`config.mk`:
```
export PLATFORM = sky130hd
export DESIGN_NAME = card_dpath_engine
export DESIGN_NICKNAME = d
export VERILOG_FILES = /design/src/rtl/cdp_pkg.sv /design/src/rtl/cdp_word_fifo.sv /design/src/rtl/cdp_byte_lane.sv /design/src/rtl/card_dpath_engine.sv
export SDC_FILE = /design/constraint.sdc
export NUM_CORES = 1
export LEC_CHECK = 0
export ABC_AREA = 1
export BUFFER_PORTS_ARGS = -buffer_cell sky130_fd_sc_hd__buf_2
export CORE_MARGIN = 2
export CORE_UTILIZATION = 45
export DETAILED_ROUTE_END_ITERATION = 12
export GPL_ROUTABILITY_DRIVEN = 0
export GPL_TIMING_DRIVEN = 0
export HOLD_SLACK_MARGIN = 0.05
export PLACE_DENSITY = 0.66
export SLEW_MARGIN = 20
export SYNTH_ARGS = -nofsm -noshare
export SYNTH_HDL_FRONTEND = slang
export SYNTH_HIERARCHICAL = 1
export SYNTH_SLANG_ARGS = --single-unit
```
`constraint.sdc`:
```
create_clock -name clk_i -period 4.5 [get_ports clk_i]
set_input_delay 0.9 -clock clk_i [delete_from_list [all_inputs] [get_ports clk_i]]
set_output_delay 0.9 -clock clk_i [all_outputs]
set_load 0.01 [all_outputs]
```
`src/rtl/cdp_pkg.sv`:
```
package cdp_pkg;
  localparam int unsigned ADDR_W = 12;
  localparam int unsigned DATA_W = 32;

  localparam logic [ADDR_W-1:0] OFF_DLEN  = 12'h028;
  localparam logic [ADDR_W-1:0] OFF_DCTRL = 12'h02C;
  localparam logic [ADDR_W-1:0] OFF_DCNT  = 12'h030;
  localparam logic [ADDR_W-1:0] OFF_STAT  = 12'h034;
  localparam logic [ADDR_W-1:0] OFF_FCNT  = 12'h048;

  localparam int unsigned CTRL_EN_BIT = 0;
  localparam int unsigned CTRL_RX_BIT = 1;

  // 0x80..0xBF: sixteen aliased FIFO words
  function automatic logic is_fifo_win(logic [ADDR_W-1:0] a);
    return a[ADDR_W-1:6] == 6'h02;
  endfunction
endpackage

```
`src/rtl/cdp_word_fifo.sv`:
```
module cdp_word_fifo #(
  parameter int unsigned DEPTH = 16,
  parameter int unsigned W     = 32
) (
  input  logic         clk_i,
  input  logic         rst_ni,
  input  logic         push_i,
  input  logic [W-1:0] wdata_i,
  input  logic         pop_i,
  output logic [W-1:0] head_o,
  output logic         full_o,
  output logic         empty_o
);
  localparam int unsigned PW = $clog2(DEPTH);

  logic [W-1:0]  mem_q [DEPTH];
  logic [PW-1:0] wp_q, rp_q;
  logic [PW:0]   cnt_q;

  assign full_o  = cnt_q == (PW+1)'(DEPTH);
  assign empty_o = cnt_q == '0;
  assign head_o  = mem_q[rp_q];

  always_ff @(posedge clk_i) begin
    if (push_i) mem_q[wp_q] <= wdata_i;
  end

  always_ff @(posedge clk_i or negedge rst_ni) begin
    if (!rst_ni) begin
      wp_q  <= '0;
      rp_q  <= '0;
      cnt_q <= '0;
    end else begin
      if (push_i) wp_q <= wp_q + 1'b1;
      if (pop_i)  rp_q <= rp_q + 1'b1;
      case ({push_i, pop_i})
        2'b10:   cnt_q <= cnt_q + 1'b1;
        2'b01:   cnt_q <= cnt_q - 1'b1;
        default: cnt_q <= cnt_q;
      endcase
    end
  end

  a_r12_no_overflow: assert property (@(posedge clk_i) disable iff (!rst_ni)
    push_i |-> (!full_o || pop_i));
  a_r12_no_underflow: assert property (@(posedge clk_i) disable iff (!rst_ni)
    pop_i |-> !empty_o);
endmodule

```
`src/rtl/cdp_byte_lane.sv`:
```
module cdp_byte_lane #(
  parameter int unsigned CNT_W = 16
) (
  input  logic             clk_i,
  input  logic             rst_ni,
  input  logic             start_i,
  input  logic [CNT_W-1:0] len_i,
  input  logic             en_i,
  input  logic             dir_rx_i,
  input  logic             hold_i,
  input  logic             fifo_full_i,
  input  logic             fifo_empty_i,
  input  logic [31:0]      fifo_head_i,
  input  logic             crd_rx_vld_i,
  input  logic [7:0]       crd_rx_data_i,
  output logic             crd_rx_rdy_o,
  output logic             crd_tx_vld_o,
  output logic [7:0]       crd_tx_data_o,
  input  logic             crd_tx_rdy_i,
  output logic             push_o,
  output logic [31:0]      push_word_o,
  output logic             pop_o,
  output logic             done_o,
  output logic [CNT_W-1:0] cnt_o
);
  logic [CNT_W-1:0] cnt_q;
  logic [1:0]       lane_q;
  logic [31:0]      pack_q;
  logic             can_move, rx_fire, tx_fire, last, word_end;

  assign can_move = en_i && (cnt_q != '0) && !hold_i;
  assign rx_fire  = can_move && dir_rx_i && crd_rx_vld_i && !fifo_full_i;
  assign crd_tx_vld_o = can_move && !dir_rx_i && !fifo_empty_i;
  assign tx_fire  = crd_tx_vld_o && crd_tx_rdy_i;
  assign last     = cnt_q == CNT_W'(1);
  assign word_end = (lane_q == 2'd3) || last;

  assign crd_rx_rdy_o  = rx_fire;
  assign crd_tx_data_o = fifo_head_i[{lane_q, 3'b000} +: 8];
  assign push_o = rx_fire && word_end;
  assign pop_o  = tx_fire && word_end;
  assign done_o = (rx_fire || tx_fire) && last;
  assign cnt_o  = cnt_q;

  for (genvar i = 0; i < 4; i++) begin : g_lane
    assign push_word_o[i*8 +: 8] = (lane_q == 2'(i)) ? crd_rx_data_i : pack_q[i*8 +: 8];
  end

  always_ff @(posedge clk_i or negedge rst_ni) begin
    if (!rst_ni) begin
      cnt_q  <= '0;
      lane_q <= '0;
      pack_q <= '0;
    end else if (start_i) begin
      cnt_q  <= len_i;
      lane_q <= '0;
      pack_q <= '0;
    end else if (rx_fire || tx_fire) begin
      cnt_q  <= cnt_q - 1'b1;
      lane_q <= word_end ? 2'd0 : lane_q + 1'b1;
      if (rx_fire) pack_q <= word_end ? 32'h0 : push_word_o;
    end
  end

  a_r6_count_step: assert property (@(posedge clk_i) disable iff (!rst_ni)
    !start_i |=> (cnt_q == $past(cnt_q) || cnt_q == $past(cnt_q) - 1'b1));
  a_r11_hold_blocks: assert property (@(posedge clk_i) disable iff (!rst_ni)
    hold_i |-> !(crd_rx_rdy_o || crd_tx_vld_o));
  a_r7_rx_needs_valid: assert property (@(posedge clk_i) disable iff (!rst_ni)
    crd_rx_rdy_o |-> (crd_rx_vld_i && dir_rx_i && !fifo_full_i));
endmodule

```
`src/rtl/card_dpath_engine.sv`:
```
module card_dpath_engine
  import cdp_pkg::*;
#(
  parameter int unsigned FIFO_DEPTH = 16,
  parameter int unsigned CNT_W      = 16
) (
  input  logic              clk_i,
  input  logic              rst_ni,
  input  logic              reg_wr_i,
  input  logic              reg_rd_i,
  input  logic [ADDR_W-1:0] reg_addr_i,
  input  logic [DATA_W-1:0] reg_wdata_i,
  output logic [DATA_W-1:0] reg_rdata_o,
  input  logic              hold_mode_i,
  input  logic              crd_rx_vld_i,
  input  logic [7:0]        crd_rx_data_i,
  output logic              crd_rx_rdy_o,
  output logic              crd_tx_vld_o,
  output logic [7:0]        crd_tx_data_o,
  input  logic              crd_tx_rdy_i
);
  logic [CNT_W-1:0] dlen_q, cnt;
  logic [7:0]       ctrl_q;
  logic             blk_end_q, hold_q;
  logic             win, ctrl_wr, start, hold_clr;
  logic             eng_push, eng_pop, bus_push, bus_pop, done;
  logic             f_full, f_empty;
  logic [31:0]      eng_word, f_head;
  logic [CNT_W:0]   fc_sum;

  assign win      = is_fifo_win(reg_addr_i);
  assign ctrl_wr  = reg_wr_i && reg_addr_i == OFF_DCTRL;
  assign start    = ctrl_wr && reg_wdata_i[CTRL_EN_BIT];
  assign hold_clr = reg_rd_i && (reg_addr_i == OFF_STAT || reg_addr_i == OFF_FCNT);
  assign bus_pop  = reg_rd_i && win && !f_empty;
  // pushes gated by remaining count; engine push wins a collision
  assign bus_push = reg_wr_i && win && (cnt != '0) && !f_full && !eng_push;
  assign fc_sum   = {1'b0, cnt} + (CNT_W+1)'(3);

  cdp_byte_lane #(.CNT_W(CNT_W)) u_lane (
    .clk_i        (clk_i),
    .rst_ni       (rst_ni),
    .start_i      (start),
    .len_i        (dlen_q),
    .en_i         (ctrl_q[CTRL_EN_BIT]),
    .dir_rx_i     (ctrl_q[CTRL_RX_BIT]),
    .hold_i       (hold_q),
    .fifo_full_i  (f_full),
    .fifo_empty_i (f_empty),
    .fifo_head_i  (f_head),
    .crd_rx_vld_i (crd_rx_vld_i),
    .crd_rx_data_i(crd_rx_data_i),
    .crd_rx_rdy_o (crd_rx_rdy_o),
    .crd_tx_vld_o (crd_tx_vld_o),
    .crd_tx_data_o(crd_tx_data_o),
    .crd_tx_rdy_i (crd_tx_rdy_i),
    .push_o       (eng_push),
    .push_word_o  (eng_word),
    .pop_o        (eng_pop),
    .done_o       (done),
    .cnt_o        (cnt)
  );

  cdp_word_fifo #(.DEPTH(FIFO_DEPTH), .W(32)) u_fifo (
    .clk_i  (clk_i),
    .rst_ni (rst_ni),
    .push_i (eng_push || bus_push),
    .wdata_i(eng_push ? eng_word : reg_wdata_i),
    .pop_i  (eng_pop || bus_pop),
    .head_o (f_head),
    .full_o (f_full),
    .empty_o(f_empty)
  );

  always_ff @(posedge clk_i or negedge rst_ni) begin
    if (!rst_ni) begin
      dlen_q    <= '0;
      ctrl_q    <= '0;
      blk_end_q <= 1'b0;
      hold_q    <= 1'b0;
    end else begin
      if (reg_wr_i && reg_addr_i == OFF_DLEN) dlen_q <= reg_wdata_i[CNT_W-1:0];

      if (ctrl_wr) ctrl_q <= reg_wdata_i[7:0];
      else if (ctrl_q[CTRL_EN_BIT] && cnt == '0 && f_empty) ctrl_q[CTRL_EN_BIT] <= 1'b0;

      if (start)     blk_end_q <= 1'b0;
      else if (done) blk_end_q <= 1'b1;

      if (hold_clr)                    hold_q <= 1'b0;
      else if (bus_pop && hold_mode_i) hold_q <= 1'b1;
    end
  end

  always_comb begin
    reg_rdata_o = '0;
    if (win) reg_rdata_o = f_empty ? 32'h0 : f_head;
    else begin
      case (reg_addr_i)
        OFF_DLEN:  reg_rdata_o = 32'(dlen_q);
        OFF_DCTRL: reg_rdata_o = {24'h0, ctrl_q};
        OFF_DCNT:  reg_rdata_o = 32'(cnt);
        OFF_STAT:  reg_rdata_o = {31'h0, blk_end_q};
        OFF_FCNT:  reg_rdata_o = 32'(fc_sum >> 2);
        default:   reg_rdata_o = '0;
      endcase
    end
  end

  a_r10_idle_when_drained: assert property (@(posedge clk_i) disable iff (!rst_ni)
    ($fell(ctrl_q[CTRL_EN_BIT]) && !$past(ctrl_wr)) |-> ($past(cnt) == '0 && $past(f_empty)));
  a_r9_blkend_at_zero: assert property (@(posedge clk_i) disable iff (!rst_ni)
    $rose(blk_end_q) |-> cnt == '0);
  a_r5_no_push_at_zero: assert property (@(posedge clk_i) disable iff (!rst_ni)
    (reg_wr_i && win && cnt == '0) |=> $stable(f_empty));
  a_r4_empty_read_no_hold: assert property (@(posedge clk_i) disable iff (!rst_ni)
    (reg_rd_i && win && f_empty && !hold_q) |=> !hold_q);
endmodule

```
== Word level (Yosys, flattened, before mapping) ==
Memory sizes are Yosys's and may differ from the RTL's.
Cells that the tools add are included.

* Reductions and logical operators: 45
* Eq/ne operators: 13
* Add/subtract/negate cells: 7
* Shift-type cells: 1
* Multiplexer cells: 26

{| class="wikitable"
|+ Operators by type and width
! operator !! count
|-
| 32-bit two-way mux || 7
|-
| 16-bit one-hot mux with 5 select lines || 1
|-
| 12-bit by 6-bit equality test with 1-bit output (second input constant) || 4
|-
| 16-bit two-way mux || 2
|-
| 8-bit two-way mux || 4
|-
| 32-bit by 6-bit indexed part select with 8-bit output || 1
|-
| 1-bit logical AND || 24
|-
| 16-bit by 2-bit adder with 17-bit output (second input constant) || 1
|-
| 16-bit by 1-bit equality test with 1-bit output (second input constant) || 1
|-
| 16-bit logical NOT || 1
|-
| 16-bit nonzero test || 1
|-
| 16-bit by 1-bit subtractor with 16-bit output (second input constant) || 1
|-
| 12-bit by 7-bit equality test with 1-bit output (second input constant) || 1
|-
| 2-bit nonzero test || 6
|-
| 5-bit one-hot mux with 2 select lines || 1
|-
| 4-bit by 1-bit adder with 4-bit output (second input constant) || 2
|-
| 1-bit two-way mux || 8
|-
| 2-bit equality test (second input constant) || 3
|-
| 6-bit by 2-bit equality test with 1-bit output (second input constant) || 1
|-
| 2-bit two-way mux || 3
|-
| 5-bit by 1-bit adder with 5-bit output (second input constant) || 1
|-
| 5-bit equality test (second input constant) || 1
|-
| 1-bit logical NOT || 5
|-
| 5-bit logical NOT || 1
|-
| 6 further kinds || 11
|}

* Logic and storage cells: 104
* Memories kept: 1
* RAM bits: 512
* Bits in registers: 89
* Output and inout port bits: 42
* Input bits: 59

{| class="wikitable"
|+ Memory list
! memory !! words !! bits a word !! rd ports !! clocked after memory_dff !! wr ports !! RTL line !! text
|-
| u_fifo.mem_q || 16 || 32 || 1 || 0 || 1 || cdp_word_fifo.sv:16 || <nowiki>logic [W-1:0] mem_q [DEPTH];</nowiki>
|}

== Logic depth before layout (Yosys ltp) ==
Gate-level depths: netlist of the first run.

* Depth in word-level cells: 12
* Gate-level depth with buffers: 25
* Gate-level depth less buffers: 22

== By module ==
The synthesis of the first run kept the hierarchy.

{| class="wikitable"
|+ By module, submodules not included
! module !! times used !! area each (µm²) !! sequential area each (µm²) !! cells an instance
|-
| cdp_word_fifo || 1 || 21476.8 || 15700.1 || 1726
|-
| cdp_byte_lane || 1 || 3525.9 || 1251.2 || 553
|-
| card_dpath_engine || 1 || 2680.1 || 650.6 || 466
|}

== Worst setup path after synthesis of the first run ==
Ideal clock, no wire load.

* Path type: input port to flip-flop
* Start point: in crd_rx_vld_i
* End point: mem u_fifo.mem_q[15][0] (enable)
* Path slack: 0.282 ns
* Setup time: 0.421 ns
* Stages on the path: 10
* Buffers on the path: 2
* Data required time: 4.079 ns
* Arrival: 3.797 ns
* Path through: nand2_1 -> nor2_1 -> nand3_4 -> nor2_4 -> clkinv_1 -> clkbuf_1 -> o21ai_0 -> clkbuf_1 -> nand2_1 -> nor2_1

* Cells in the longest elaborated chain, start to end: 8

{| class="wikitable"
|+ RTL lines
! element !! RTL line !! text
|-
| start, declared || card_dpath_engine.sv:15 || <nowiki>input logic crd_rx_vld_i,</nowiki>
|-
| 1-bit logical AND * (2 in a row) || cdp_byte_lane.sv:32 || <nowiki>assign rx_fire = can_move && dir_rx_i && crd_rx_vld_i && !fifo_full_i;</nowiki>
|-
| 1-bit logical AND * || cdp_byte_lane.sv:40 || <nowiki>assign push_o = rx_fire && word_end;</nowiki>
|-
| named net eng_push || card_dpath_engine.sv:26 || <nowiki>logic eng_push, eng_pop, bus_push, bus_pop, done;</nowiki>
|-
| 1-bit logical NOT || card_dpath_engine.sv:37 || <nowiki>assign bus_push = reg_wr_i && win && (cnt != '0) && !f_full && !eng_push;</nowiki>
|-
| 1-bit logical AND || card_dpath_engine.sv:37 ||
|-
| 1-bit logical OR * || card_dpath_engine.sv:67 || <nowiki>.push_i (eng_push || bus_push),</nowiki>
|-
| 1-bit two-way mux * || cdp_word_fifo.sv:25 || <nowiki>if (push_i) mem_q[wp_q] <= wdata_i;</nowiki>
|-
| 1-bit two-way mux (not written as such) * || cdp_word_fifo.sv:25 ||
|-
| end, declared || cdp_word_fifo.sv:16 ||
|}

The timed path passes the listed nets; every way through them passes the cells marked *.

== Worst setup path in the final report of the first run ==
* Start point: reg u_fifo.rp_q[2]
* End point: out crd_tx_data_o[5]

* Cells in the longest elaborated chain, start to end: 2

{| class="wikitable"
|+ RTL lines
! element !! RTL line !! text
|-
| start, declared || cdp_word_fifo.sv:17 || <nowiki>logic [PW-1:0] wp_q, rp_q;</nowiki>
|-
| start signal, assigned || cdp_word_fifo.sv:35 || <nowiki>if (pop_i) rp_q <= rp_q + 1'b1;</nowiki>
|-
| memory read 16 x 32 bit || n/a ||
|-
| named net f_head[21] || card_dpath_engine.sv:28 || <nowiki>logic [31:0] eng_word, f_head;</nowiki>
|-
| 32-bit by 6-bit indexed part select with 8-bit output || cdp_byte_lane.sv:39 || <nowiki>assign crd_tx_data_o = fifo_head_i[{lane_q, 3'b000} +: 8];</nowiki>
|-
| end, declared || card_dpath_engine.sv:19 || <nowiki>output logic [7:0] crd_tx_data_o,</nowiki>
|}

The timed path passes the listed nets, and every way through them passes these cells.

==> flow_summary.json, run 1 <==
{
  "fillerInstances": 5224,
  "overflow": 0,
  "fin_setup_tns_ns": 0,
  "final_util_pct": 52.8,
  "yosysWarnings": 6,
  "detailed_place_hpwl_mm": 62.5,
  "ff_latch_area_sq_mm": 0.0176,
  "grt_setup_unrepaired": "false",
  "wire_per_inst_um": 23.3,
  "cts_tree": "yes",
  "htree_levels": 2,
  "routed_wirelength_mm": 88.0,
  "grt_max_degree": 65,
  "clock_insertion_delay_worst_skew_ns": 0.65,
  "layout_worst_path_cycle_share_pct": 97.5,
  "post_synth.cell_area_avg_sq_um": 10.1,
  "synth_cells": 2745,
  "swShare_pct": 30.0,
  "cellLeakagePower_nw": 12.8,
  "timing.final.ws_setup_ns": 0.110,
  "highest_clock_rate_mhz": 228,
  "timing.hold.worst.class": "in2async",
  "cp-endpoint": "crd_tx_data_o[5]",
  "maxSlewHeadroom_pct": 21.1,
  "cts.sinks": 601,
  "worstSetupStartpointType": "register",
  "remaining_drc_errors": 0,
  "synth_seq_area_share_pct": 63.6,
  "max_cap_violations": 0,
  "max_slew.worst_pin.slew_ns": 1.18,
  "drv_slew": 0,
  "power.switching_w": 0.00410,
  "hold_slack_ns": 0.119,
  "routed-via-count": 21850,
  "layout.cells.most_common_list": "sky130_fd_sc_hd__nand2_1, sky130_fd_sc_hd__edfxtp_1, sky130_fd_sc_hd__nor2_1",
  "cp.arrival_ns": 3.49,
  "power_density_mw_per_mm2": 427,
  "synth_seq_cells": 601,
  "floorplan.rows": 90,
  "port_buffer_count": 100,
  "core_sq_mm": 0.0606,
  "peak_fanout_along_the_critical_path": 10,
  "die_w_um": 252,
  "cp-startpoint": "u_fifo/rp_q[2]$_DFFE_PN0P_",
  "fin_crit_ns": 4.39,
  "status": "complete, no violations",
  "final_layout_size_suffix_gt1_share_pct": 14.1,
  "cts_inserted_buffers": 60,
  "chipHeight_um": 252,
  "worstSetupEndpointType": "output port",
  "crit_type": "reg2out",
  "clockRootBuffer": "sky130_fd_sc_hd__clkbuf_16",
  "top_level_ports": 101,
  "area_growth_from_synthesis_to_layout_pct": 15.6,
  "vdd_drop_max_uv": 343,
  "multi_input_area_sq_mm": 0.00841,
  "antenna_violations_before_repair": 4,
  "share_comb_of_total_power_pct": 19.4,
  "r2r-start": "u_lane/cnt_o[8]$_DFFE_PN0P_",
  "synthDistinctLibCells": 44,
  "antenna_violating_nets_post_route": 0,
  "setup.reg_to_reg.worst_slack_ns": 0.32,
  "power.share.sequential_pct": 44.4,
  "worst-r2r-cell-count": 15,
  "setup_viol": 0,
  "rr_endpoint": "u_fifo/mem_q[1][16]$_DFFE_PP_",
  "dr.first_iter.drc_count": 2731,
  "p_int_w": 0.00958,
  "syn-cell-area_sq_mm": 0.0277,
  "drt-vias-per-instance": 5.79,
  "syn-num-nets": 2820,
  "first_global_vias": 20845,
  "worstPathRequired_ns": 3.60,
  "timing.clock.skew_ns": 0.0308,
  "hold_viol_final": 0,
  "pre_cts_ws_ns": -0.105,
  "layout.cells.most_common": "sky130_fd_sc_hd__nand2_1",
  "clock_tree.buffer_depth": 3,
  "drt-pass1-iter-count": 6,
  "power.share.clock_pct": 36.2,
  "grt_first_pass_wirelength_mm": 130,
  "grt_usage_pct": 27.5,
  "nNetsFinal": 3021,
  "clk_pin_slew_worst_paths_ns": 0.06,
  "finalNonFillerCells": 3775,
  "post-place-cells": 3653,
  "die-area_sq_mm": 0.0635,
  "initial_core_util_pct": 45.7
}
routing by layer:
metal  track usage (%)  share of wire (%)  wire length (um)
met5                 0              0.025                22
met4              12.4                5.2              4550
met3              5.78                 11              9540
met2              43.0                 45             39600
met1              37.2                 39             34300
power groups by stage:
stage | Sequential [W] | Clock [W] | Combinational, W
after floorplan | 0.00618 | 0 | 0.00150
after global placement | 0.00619 | 0 | 0.00250
after detailed placement | 0.00619 | 0 | 0.00256
after CTS | 0.00607 | 0.00499 | 0.00257
after global routing | 0.00607 | 0.00520 | 0.00282
final | 0.00607 | 0.00495 | 0.00265
worst max-delay path, cell delays in order, from the launching register on:
cell and delay [ns]:
sky130_fd_sc_hd__dfrtp_1 0.41, sky130_fd_sc_hd__inv_2 0.28, sky130_fd_sc_hd__buf_1 0.91, sky130_fd_sc_hd__nand3_1 0.23
sky130_fd_sc_hd__nand3_1 0.15, sky130_fd_sc_hd__nand2_1 0.28, sky130_fd_sc_hd__o21ai_0 0.29, sky130_fd_sc_hd__o22ai_1 0.12
sky130_fd_sc_hd__buf_2 0.18
repair_timing:
item	in CTS	in global routing
gates cloned	0	0
setup buffers	14	0
hold endpoints to repair	0	0
pin swaps	11	0
setup endpoints to repair	191	188
resized for setup	1	3
hold buffers	0	0
how the worst min path moves through the flow:
stage,from,end,slack (ns)
6_report,rst_ni,u_lane/cnt_o[4]$_DFFE_PN0P_,0.12
4_1_cts,rst_ni,u_lane/cnt_o[4]$_DFFE_PN0P_,0.11
5_1_grt,rst_ni,u_lane/cnt_o[4]$_DFFE_PN0P_,0.12
2_1_floorplan,u_lane/pack_q[0]$_DFFE_PN0P_,u_lane/pack_q[0]$_DFFE_PN0P_,0.44
3_5_place_dp,u_lane/pack_q[7]$_DFFE_PN0P_,u_lane/pack_q[7]$_DFFE_PN0P_,0.45
3_3_place_gp,u_lane/pack_q[5]$_DFFE_PN0P_,u_lane/pack_q[5]$_DFFE_PN0P_,0.45
sequential cells by signal (all words and copies together), names as in the netlist:
name           flops
blk_end_q          1
u_lane/lane_q      2
hold_q             1
u_fifo/cnt_q       5
u_lane/pack_q     32
u_fifo/mem_q     512
u_fifo/wp_q        4
ctrl_q             8
dlen_q            16
u_lane/cnt_o      16
u_fifo/rp_q        4
area by class of cell:
type,instances,share of cell area (%)
Buffer,147,2.87
Tap cell,782,3.06
Clock buffer,80,5.05
Inverter,236,2.82
Multi-Input combinational cell,1760,26.3
Sequential cell,601,55.0
Timing Repair Buffer,140,4.01
Clock inverter,28,0.907
Antenna cell,1,0.00782
cell usage after synthesis, drive strengths merged:
| library cell | count | share of area [%] |
|---|---|---|
| a21o | 1 | 0.027 |
| a21oi | 8 | 0.14 |
| a31oi | 1 | 0.023 |
| and3 | 1 | 0.023 |
| buf | 107 | 2.8 |
| clkbuf | 41 | 0.56 |
| clkinv | 3 | 0.059 |
| dfrtp | 89 | 8.0 |
| edfxtp | 512 | 56 |
| ha | 16 | 0.72 |
| inv | 233 | 3.2 |
| nand2 | 535 | 7.3 |
| nand3 | 309 | 5.8 |
| nand3b | 2 | 0.054 |
| nand4 | 20 | 0.47 |
| nor2 | 476 | 6.9 |
| nor3 | 5 | 0.13 |
| nor3b | 1 | 0.027 |
| o211ai | 89 | 2.4 |
| o21ai | 273 | 5.2 |
| o21bai | 1 | 0.027 |
| o22ai | 9 | 0.20 |
| or2 | 1 | 0.023 |
| xnor2 | 3 | 0.095 |
| xor2 | 9 | 0.28 |
logic make-up (layout without fill, tap and decap cells):
family	count (synthesis)	after routing	synth area share, %
simple gates	1350	1350	20.8
fa+ha+maj	16	16	0.723
xor+xnor	12	12	0.380
buf+inv	384	631	6.57
other cells	0	1	0
compound gates	382	382	7.99
flops	601	601	63.6
through the flow:
step | cell area, sq um | total power (W)
after floorplan | 27700 | 0.00769
after global placement | 29200 | 0.00869
after detailed placement | 29900 | 0.00874
after CTS | 32000 | 0.0136
after global routing | 32000 | 0.0141
final | 32000 | 0.0137
(Power assumes the default switching activity.)
==> inputs of run 2 (changes only) <==
--- a/config.mk
+++ b/config.mk
@@ -8,12 +8,12 @@
 export ABC_AREA = 1
 export BUFFER_PORTS_ARGS = -buffer_cell sky130_fd_sc_hd__buf_2
 export CORE_MARGIN = 2
-export CORE_UTILIZATION = 45
+export CORE_UTILIZATION = 50
 export DETAILED_ROUTE_END_ITERATION = 12
 export GPL_ROUTABILITY_DRIVEN = 0
 export GPL_TIMING_DRIVEN = 0
 export HOLD_SLACK_MARGIN = 0.05
-export PLACE_DENSITY = 0.66
+export PLACE_DENSITY = 0.72
 export SLEW_MARGIN = 20
 export SYNTH_ARGS = -nofsm -noshare
 export SYNTH_HDL_FRONTEND = slang
==> constraint.sdc (replaced) <==
create_clock -name clk_i -period 5.38 [get_ports clk_i]
set_input_delay 1.076 -clock clk_i [delete_from_list [all_inputs] [get_ports clk_i]]
set_output_delay 1.076 -clock clk_i [all_outputs]
set_load 0.01 [all_outputs]
==> flow_summary.json, run 2 (synthesis gave the netlist of run 1 again) <==
{
  "setup_viol": 0,
  "pre_cts_ws_ns": 0.761,
  "htree_levels": 2,
  "cp.arrival_ns": 4.97,
  "layout.cells.most_common": "sky130_fd_sc_hd__nand2_1",
  "grt_first_pass_wirelength_mm": 126,
  "grt_max_degree": 76,
  "nNetsFinal": 3005,
  "maxSlewHeadroom_pct": 19.2,
  "clock_tree.buffer_depth": 3,
  "number_of_gates_resized_after_cts": 0,
  "cts_post_setup_buffers_inserted": 0,
  "max_slew.worst_pin.slew_ns": 1.21,
  "layout.cells.most_common_list": "sky130_fd_sc_hd__nand2_1, sky130_fd_sc_hd__edfxtp_1, sky130_fd_sc_hd__nor2_1",
  "grt_usage_pct": 30.0,
  "busiest_layer": "met2",
  "rr_endpoint": "u_fifo/mem_q[15][14]$_DFFE_PP_",
  "use_met2_pct": 48.8,
  "reg.largest.list": "u_fifo/mem_q: 512 flops, u_lane/pack_q: 32 flops",
  "cellLeakagePower_nw": 12.6,
  "clk_pin_slew_worst_paths_ns": 0.06,
  "cts_inserted_buffers": 59,
  "cts_hold_buf": 0,
  "routed_wirelength_mm": 86.0,
  "post-place-cells": 3573,
  "worstSetupStartpointType": "register",
  "grt_setup_unrepaired": "false",
  "die_w_um": 239,
  "layout_worst_path_cycle_share_pct": 85.9,
  "worstSetupEndpointType": "register",
  "port_buffer_count": 100,
  "timing.clock.skew_ns": 0.0257,
  "highest_clock_rate_mhz": 216,
  "placedInstanceArea_sq_mm": 0.0297,
  "floorplan.rows": 86,
  "fin_crit_ns": 4.62,
  "area_growth_from_synthesis_to_layout_pct": 14.4,
  "drv_slew": 0,
  "die-area_sq_mm": 0.0573,
  "largest_register": "u_fifo/mem_q",
  "cts.sinks": 601,
  "clock_insertion_delay_worst_skew_ns": 0.64,
  "remaining_drc_errors": 0,
  "power_density_mw_per_mm2": 360,
  "drt-vias-per-instance": 5.95,
  "setup.reg_to_reg.worst_slack_ns": 0.76,
  "overflow": 0,
  "worstPathRequired_ns": 5.73,
  "timing.hold.worst.class": "in2async",
  "status": "complete, no violations",
  "wire_per_inst_um": 23.3,
  "final_layout_size_suffix_gt1_share_pct": 13.8,
  "largest_reg_flops": 512,
  "drt-pass1-iter-count": 6,
  "clockRootBuffer": "sky130_fd_sc_hd__clkbuf_16",
  "post-route-cell-area_sq_mm": 0.0317,
  "peak_fanout_along_the_critical_path": 19,
  "detailed_place_hpwl_mm": 60.9,
  "crit_type": "reg2reg",
  "worst-r2r-cell-count": 15,
  "p_total_w": 0.0114,
  "vdd_drop_max_uv": 269,
  "initial_core_util_pct": 50.4,
  "dr.first_iter.drc_count": 3023,
  "antenna_violating_nets_post_route": 0,
  "timing.final.ws_setup_ns": 0.758,
  "gr-usage-met3_pct": 5.50,
  "routed-via-count": 21938,
  "first_global_vias": 20799,
  "hold_viol_final": 0,
  "max_cap_violations": 0,
  "finalNonFillerCells": 3684,
  "antenna_violations_before_repair": 3,
  "top_level_ports": 101,
  "cts_tree": "yes",
  "r2r-start": "u_lane/cnt_o[8]$_DFFE_PN0P_",
  "chipHeight_um": 239,
  "grt_use_met1_pct": 39.4,
  "core_sq_mm": 0.0549
}
-- run 2: worst max-delay path by stage --
stage                                           start                             end  slack (ns)  cells past startpoint
after floorplan                          crd_rx_vld_i   u_fifo/mem_q[11][0]$_DFFE_PP_        0.99                     10
after global placement                  reg_addr_i[8]   u_fifo/mem_q[2][13]$_DFFE_PP_       -1.00                     11
after detailed placement                 crd_rx_vld_i  u_fifo/mem_q[15][15]$_DFFE_PP_        0.76                     12
after CTS                 u_lane/cnt_o[8]$_DFFE_PN0P_  u_fifo/mem_q[15][14]$_DFFE_PP_        0.79                     15
after global routing      u_lane/cnt_o[8]$_DFFE_PN0P_   u_fifo/mem_q[3][14]$_DFFE_PP_        0.57                     15
final                     u_lane/cnt_o[8]$_DFFE_PN0P_  u_fifo/mem_q[15][14]$_DFFE_PP_        0.76                     15
-- run 2: report_power, final --
| part | switching [W] | leakage [nW] | internal [W] |
|---|---|---|---|
| clock network | 0.00181 | 0.930 | 0.00233 |
| registers | 0.0000117 | 5.81 | 0.00507 |
| logic | 0.00160 | 5.91 | 0.000599 |
-- run 2: final cells by class --
cell class                 count  area (sq um)
fill                        4453         23200
clock buffer                  69          1540
multi-input combinational   1760          8430
buffer                       148           921
inverter                     236           898
antenna                        2          5.00
sequential                   601         17600
timing repair buffer         124          1020
clock inverter                40           379
tap                          704           881
-- run 2: metal layers --
layer | vias up | share of wire, %
li1 | 9699 | -
met1 | 10479 | 38
met2 | 1488 | 46
met3 | 270 | 11
met4 | 2 | 4.9
met5 | - | 0.015
-- run 2: worst max-delay path, cell delays in order (launching register included) --
cell and delay [ns]:
sky130_fd_sc_hd__dfrtp_1 0.48, sky130_fd_sc_hd__nor2_2 0.23, sky130_fd_sc_hd__nand2_1 0.11, sky130_fd_sc_hd__nor2_2 0.19, sky130_fd_sc_hd__nand3_1 0.25, sky130_fd_sc_hd__nand2_2 0.18, sky130_fd_sc_hd__inv_2 0.05, sky130_fd_sc_hd__buf_6 0.14
sky130_fd_sc_hd__nor2_4 0.21, sky130_fd_sc_hd__clkinv_1 0.30, sky130_fd_sc_hd__clkbuf_1 0.30, sky130_fd_sc_hd__o21ai_0 0.13, sky130_fd_sc_hd__clkbuf_1 0.35, sky130_fd_sc_hd__nand2_1 0.38, sky130_fd_sc_hd__nor2_4 0.76, sky130_fd_sc_hd__buf_16 0.23
-- run 2: through the flow --
step / utilization (%) / setup TNS (ns) / hold slack [ns]
after CTS: 57.7 / 0 / 0.243
after global placement: 53.0 / -424.10 / 0.448
after floorplan: - / 0 / 0.437
final: 57.7 / 0 / 0.261
after global routing: 57.7 / 0 / 0.254
after detailed placement: 54.2 / 0 / 0.455
